[config.mk]
export PLATFORM = sky130hd
export DESIGN_NAME = vecsel_ctrl
export DESIGN_NICKNAME = d
export VERILOG_FILES = /design/src/rtl/vecsel_pkg.sv /design/src/rtl/vecsel_window.sv /design/src/rtl/vecsel_regs.sv /design/src/rtl/vecsel_addr.sv /design/src/rtl/vecsel_ctrl.sv
export SDC_FILE = /design/constraint.sdc
export NUM_CORES = 1
export LEC_CHECK = 0
export BUFFER_PORTS_ARGS = -buffer_cell sky130_fd_sc_hd__buf_2
export CAP_MARGIN = 20
export CORE_MARGIN = 2
export CORE_UTILIZATION = 35
export DETAILED_ROUTE_END_ITERATION = 7
export PLACE_DENSITY = 0.78
export SYNTH_ARGS = -nofsm -noshare
export SYNTH_HDL_FRONTEND = slang
export SYNTH_SLANG_ARGS = --single-unit
[constraint.sdc]
create_clock -name clk -period 2 [get_ports clk]
set_input_delay 0.2 -clock clk [delete_from_list [all_inputs] [get_ports clk]]
set_output_delay 0.2 -clock clk [all_outputs]
set_load 0.03 [all_outputs]
[src/rtl/vecsel_pkg.sv]
// Package: shared field positions and defaults for the vector select register.
// Assumes an 8-bit register with fixed bit positions decoded by software.
package vecsel_pkg;
    localparam int DATA_W   = 8;
    localparam int BIT_CEN  = 0;
    localparam int BIT_SEL  = 1;
    localparam int BIT_PUD  = 4;
    localparam int DEF_AW   = 16;
    localparam int DEF_WIN  = 4;
endpackage

[src/rtl/vecsel_window.sv]
// Module: vecsel_window
// Runs the timed unlock window and the interrupt-mask hold.
// Assumes set_req and sel_req are mutually exclusive (decoded from bit 0).
module vecsel_window #(
    parameter int WIN = vecsel_pkg::DEF_WIN
) (
    input  logic clk,
    input  logic rst_n,
    input  logic set_req,
    input  logic sel_req,
    input  logic retire,
    output logic cen,
    output logic commit,
    output logic mask
);
    localparam int CW = $clog2(WIN + 1);

    logic [CW-1:0] cnt_q;
    logic          cen_q;
    logic          hold_q;

    assign commit = cen_q & sel_req;

    // Open, reload, close or expire the change-enable window.
    always_ff @(posedge clk) begin
        if (!rst_n) begin
            cen_q <= 1'b0;
            cnt_q <= '0;
        end else if (set_req) begin
            cen_q <= 1'b1;
            cnt_q <= CW'(WIN);
        end else if (commit) begin
            cen_q <= 1'b0;
            cnt_q <= '0;
        end else if (cen_q) begin
            if (cnt_q <= CW'(1)) begin
                cen_q <= 1'b0;
                cnt_q <= '0;
            end else begin
                cnt_q <= cnt_q - CW'(1);
            end
        end
    end

    // Hold the mask from a committed select write until the next retire.
    always_ff @(posedge clk) begin
        if (!rst_n) begin
            hold_q <= 1'b0;
        end else if (commit) begin
            hold_q <= 1'b1;
        end else if (hold_q && retire) begin
            hold_q <= 1'b0;
        end
    end

    assign cen  = cen_q;
    assign mask = cen_q | hold_q;
endmodule

[src/rtl/vecsel_regs.sv]
// Module: vecsel_regs
// Holds the pull-up-disable and select bits and builds the read value.
// Assumes commit is asserted only for a select write inside the window.
module vecsel_regs (
    input  logic                            clk,
    input  logic                            rst_n,
    input  logic                            wr_en,
    input  logic [vecsel_pkg::DATA_W-1:0]   wr_data,
    input  logic                            commit,
    input  logic                            cen,
    output logic [vecsel_pkg::DATA_W-1:0]   rd_data,
    output logic                            vsel,
    output logic                            pud
);
    import vecsel_pkg::*;

    logic pud_q;
    logic sel_q;

    // Pull-up disable: plain read/write bit.
    always_ff @(posedge clk) begin
        if (!rst_n)     pud_q <= 1'b0;
        else if (wr_en) pud_q <= wr_data[BIT_PUD];
    end

    // Select bit: changes only on a committed select write.
    always_ff @(posedge clk) begin
        if (!rst_n)      sel_q <= 1'b0;
        else if (commit) sel_q <= wr_data[BIT_SEL];
    end

    // Read value: reserved positions are forced to zero.
    always_comb begin
        rd_data          = '0;
        rd_data[BIT_PUD] = pud_q;
        rd_data[BIT_SEL] = sel_q;
        rd_data[BIT_CEN] = cen;
    end

    assign vsel = sel_q;
    assign pud  = pud_q;
endmodule

[src/rtl/vecsel_addr.sv]
// Module: vecsel_addr
// Computes the reset fetch address and the interrupt vector base.
// Assumes boot_base is static during operation; purely combinational.
module vecsel_addr #(
    parameter int AW = vecsel_pkg::DEF_AW
) (
    input  logic          boot_rst_n,
    input  logic [AW-1:0] boot_base,
    input  logic          vsel,
    output logic [AW-1:0] reset_addr,
    output logic [AW-1:0] vec_base
);
    // Pick reset and vector bases from the configuration and select bit.
    always_comb begin
        reset_addr = boot_rst_n ? '0 : boot_base;
        vec_base   = (vsel ? boot_base : '0) + AW'(1);
    end
endmodule

[src/rtl/vecsel_ctrl.sv]
// Module: vecsel_ctrl (top)
// Vector select control register with timed unlock and automatic
// interrupt masking. Assumes one register write per strobe cycle.
module vecsel_ctrl #(
    parameter int AW  = vecsel_pkg::DEF_AW,
    parameter int WIN = vecsel_pkg::DEF_WIN
) (
    input  logic          clk,
    input  logic          rst_n,
    input  logic          wr_en,
    input  logic [7:0]    wr_data,
    output logic [7:0]    rd_data,
    input  logic          boot_rst_n,
    input  logic [AW-1:0] boot_base,
    input  logic          retire,
    output logic [AW-1:0] reset_addr,
    output logic [AW-1:0] vec_base,
    output logic          pud,
    output logic          irq_mask
);
    logic set_req;
    logic sel_req;
    logic cen;
    logic commit;
    logic vsel;

    assign set_req = wr_en &  wr_data[vecsel_pkg::BIT_CEN];
    assign sel_req = wr_en & ~wr_data[vecsel_pkg::BIT_CEN];

    vecsel_window #(.WIN(WIN)) u_win (
        .clk(clk), .rst_n(rst_n), .set_req(set_req), .sel_req(sel_req),
        .retire(retire), .cen(cen), .commit(commit), .mask(irq_mask)
    );

    vecsel_regs u_regs (
        .clk(clk), .rst_n(rst_n), .wr_en(wr_en), .wr_data(wr_data),
        .commit(commit), .cen(cen), .rd_data(rd_data), .vsel(vsel), .pud(pud)
    );

    vecsel_addr #(.AW(AW)) u_addr (
        .boot_rst_n(boot_rst_n), .boot_base(boot_base), .vsel(vsel),
        .reset_addr(reset_addr), .vec_base(vec_base)
    );
endmodule

==> metrics.yaml <==
clocking:
  cts_hold_buffers: 0
  cts_tree: "built"
  cts_root_buf: "sky130_fd_sc_hd__clkbuf_4"
  cts_buffers: 3
  htree_num_levels: 1
  clk_transition_reported_paths_ps: 50
  cts.sinks: 7
  clock_latency_ps: 240
  max-clock-path-buffers: 2
die:
  floorplan.initialDensity_pct: 37.96
  io-pin-count: 71
  die_h_um: 53.45
  dieArea_sq_um: 2857
  core.rowCount: 17
  design.core.area_sq_um: 2255
  die_w_um: 53.45
run_status:
  status: "complete, but fails checks"
  violations_in_the_final_reports: "setup timing"
finish:
  final_core_utilization_pct: 60.71
  num-fill-cells: 225
  layout.cell_area.non_filler_sq_um: 1369
  drive_gt1_share_pct: 49.20
  layout.cells.non_filler: 215
  combined_area_of_the_multi_input_logic_cells_sq_um: 748.2
  seqCellArea_sq_um: 143.9
  num-nets-final: 220
  num_antenna_cells: 0
  area_overhead_vs_synth_pct: 59.94
pwr:
  power.density_cell_area_nw_per_um2: 330.8
  sw_frac_of_total_pct: 38.35
  p_leak_nw: 0.6516
  overall_power_of_the_completed_layout_mw: 0.4528
  power.combinational.fraction_pct: 40.1
  switchingPower_mw: 0.1736
  share_seq_of_total_power_pct: 32.5
  clock_power_share_pct: 27.4
  vdd.ir_drop.worst_uv: 341.1
  power_report.internal_total_mw: 0.2791
global_route:
  grt_usage_pct: 17.41
  grt-ovfl-total: 0
  grt_max_degree: 17
  gr-usage-met3_pct: 0.8475
  antenna_found_initial: 0
  first_global_vias: 943
  global_route.usage.met1_pct: 18.47
  grt_first_pass_wirelength_um: 3788
  global_route.peak_usage_layer: "met2"
  grt_use_met2_pct: 36.21
synthesis:
  synthesis.area_sq_um: 855.8
  synth_top_area_cell: "sky130_fd_sc_hd__dfxtp_1"
  synthTopCellsByCount: "17 x sky130_fd_sc_hd__nor2b_1, 12 x sky130_fd_sc_hd__nand2_1, 9 x sky130_fd_sc_hd__nor2_1"
  number_of_flops_mapped_to_enable_cells_by_yosys: 0
  yosysWarnings: 0
  yosys.cell_count.top_type: "sky130_fd_sc_hd__nor2b_1"
  seq_area_frac_synth_pct: 16.37
  synthTopCellsByArea: "sky130_fd_sc_hd__dfxtp_1 16%, sky130_fd_sc_hd__nor2b_1 12%, sky130_fd_sc_hd__buf_4 7.0%, sky130_fd_sc_hd__mux2i_1 5.8%, sky130_fd_sc_hd__nand2_1 5.3%"
  synthArstFlopShare_pct: 0
  ys.flop_type: "sky130_fd_sc_hd__dfxtp_1"
  synth_top_cell_area_share_pct: 16.37
  synth.ff_latch_count: 7
  synthesis.instances: 121
  synth_cell_types: 36
  synthesis.area_per_instance_sq_um: 7.073
sta:
  final_period_minus_worst_setup_slack_ps: 2160
  setup-violations-final: 4
  timing.fmax_mhz: 462.9
  finalHoldViolations: 0
  final.setup.tns_ps: -558.6
  setup_repair_after_global_routing_missed_its_margin: "yes"
  skew_ps: 1.263
  min_period_over_period_pct: 108.0
  timing.final.max_slew_violations: 0
  postLayoutSetupSlackWorst_ps: -160.2
routing:
  drt_pre_antenna_iters: 4
  avgViaCountPerCell: 4.912
  drtIter0Drc: 12
  drc: 0
  routed_wirelength_um: 2440
  route.detailed.wl_per_inst_um: 11.35
  dr_total_vias: 1056
  route.antenna.remaining_nets: 0
flow_run:
  max-cap-violations: 0
placement:
  gp_congestion: 0.7885
  place_hpwl_um: 2058
  numPortBuffers: 60
  placed_cell_area_sq_um: 1289
  dp.cells: 211
setup_path:
  cp-start-kind: "register"
  critPathMaxFanout: 4
  worst-endpoint-arrival_ps: 1960
  critPathRequiredTime_ps: 1800
  critPathCaptureType: "primary output"
  setup.worst_path.class: "register to primary output"
worst_hold_path:
  min-delay-path-class: "input pin to register"
timing repair:
action | 4_1_cts | 5_1_grt
endpoints found under the setup margin | 6 | 6
buffers inserted | 0 | 1
gates resized for setup | 8 | 10
pin swaps | 1 | 2
sequential cells by signal, summed over array words and instances, names as in the netlist:
register	flops
u_win.cen	1
u_win.cnt_q	3
u_regs.vsel	1
u_regs.pud	1
u_win.hold_q	1
critical path, cell delays in order, from the launching register on:
cell and delay [ps]:
sky130_fd_sc_hd__dfxtp_4 380, sky130_fd_sc_hd__and2_4 150, sky130_fd_sc_hd__ha_4 130, sky130_fd_sc_hd__nand2_2 50
sky130_fd_sc_hd__or3_4 370, sky130_fd_sc_hd__nor3_4 230, sky130_fd_sc_hd__mux2i_4 260, sky130_fd_sc_hd__buf_6 150
layer usage:
metal	part of all wire (%)	up-vias
met2	57	37
li1	-	531
met5	0	-
met1	38	488
met3	5.4	0
met4	0	0
metrics by stage:
step / hold slack (ps) / worst slack, ps
finish: 206.0 / -160.2
global route: 227.6 / -223.2
CTS: 200.2 / -180.0
detailed placement: 462.0 / 4.545
global placement: 458.6 / 37.18
floorplan: 328.0 / -4.474
cells by family (layout without fill, tap and decap cells):
family | after synthesis | after routing | synth area share (%)
and+or+nand+nor | 65 | 65 | 42.69
AOI/OAI and AO/OA | 16 | 16 | 11.55
buffers and inverters | 16 | 78 | 10.53
xor gates and xnor gates | 8 | 8 | 8.187
DFF | 7 | 7 | 16.37
muxes | 5 | 5 | 5.848
adders and majority gates | 3 | 3 | 4.386
other | 1 | 5 | 0.4382
final cells by class:
cell class,instances,area share [%]
multi-input combinational,102,54.66
timing repair buffer,68,28.52
sequential,7,10.51
tap,28,2.559
clock buffer,4,1.920
inverter,6,1.828
power groups by stage:
stage	registers, mW	logic [mW]	clock network [mW]
6_report	0.147	0.181	0.124
5_1_grt	0.148	0.196	0.135
4_1_cts	0.147	0.180	0.131
3_5_place_dp	0.151	0.179	0
3_3_place_gp	0.151	0.176	0
2_1_floorplan	0.153	0.116	0
path summary, 6_finish.rpt:
kind / startpoint / to / slack [ps] / cells past startpoint
worst max register to register: u_win.cnt_q[1] / u_win.cnt_q[0] / 580 / 6
worst min register to register: u_win.hold_q / u_win.hold_q / 480 / 2
worst min-delay path: wr_data[1] / u_regs.vsel / 210 / 3
worst max-delay path: u_regs.vsel / vec_base[14] / -160 / 7
placed cells by master (no fill, tap or decap), types with 2 or more instances in the layout:
cell                       count
sky130_fd_sc_hd__and3_1        3
sky130_fd_sc_hd__nor2b_1      17
sky130_fd_sc_hd__nand3_1       5
sky130_fd_sc_hd__buf_4        10
sky130_fd_sc_hd__a21oi_2       2
sky130_fd_sc_hd__buf_6         4
sky130_fd_sc_hd__inv_1         4
sky130_fd_sc_hd__conb_1        5
sky130_fd_sc_hd__mux2i_4       2
sky130_fd_sc_hd__nand4_1       2
sky130_fd_sc_hd__buf_2        54
sky130_fd_sc_hd__dfxtp_1       6
sky130_fd_sc_hd__nand2_1      10
sky130_fd_sc_hd__xor2_1        3
sky130_fd_sc_hd__mux2i_1       3
sky130_fd_sc_hd__clkbuf_4      3
sky130_fd_sc_hd__ha_1          2
sky130_fd_sc_hd__or3_4         3
sky130_fd_sc_hd__xnor2_1       5
sky130_fd_sc_hd__o21ai_0       5
sky130_fd_sc_hd__a21boi_0      3
sky130_fd_sc_hd__nand2b_1      2
sky130_fd_sc_hd__nor2_1        8
No activity file was read; power rests on OpenSTA's default activity.
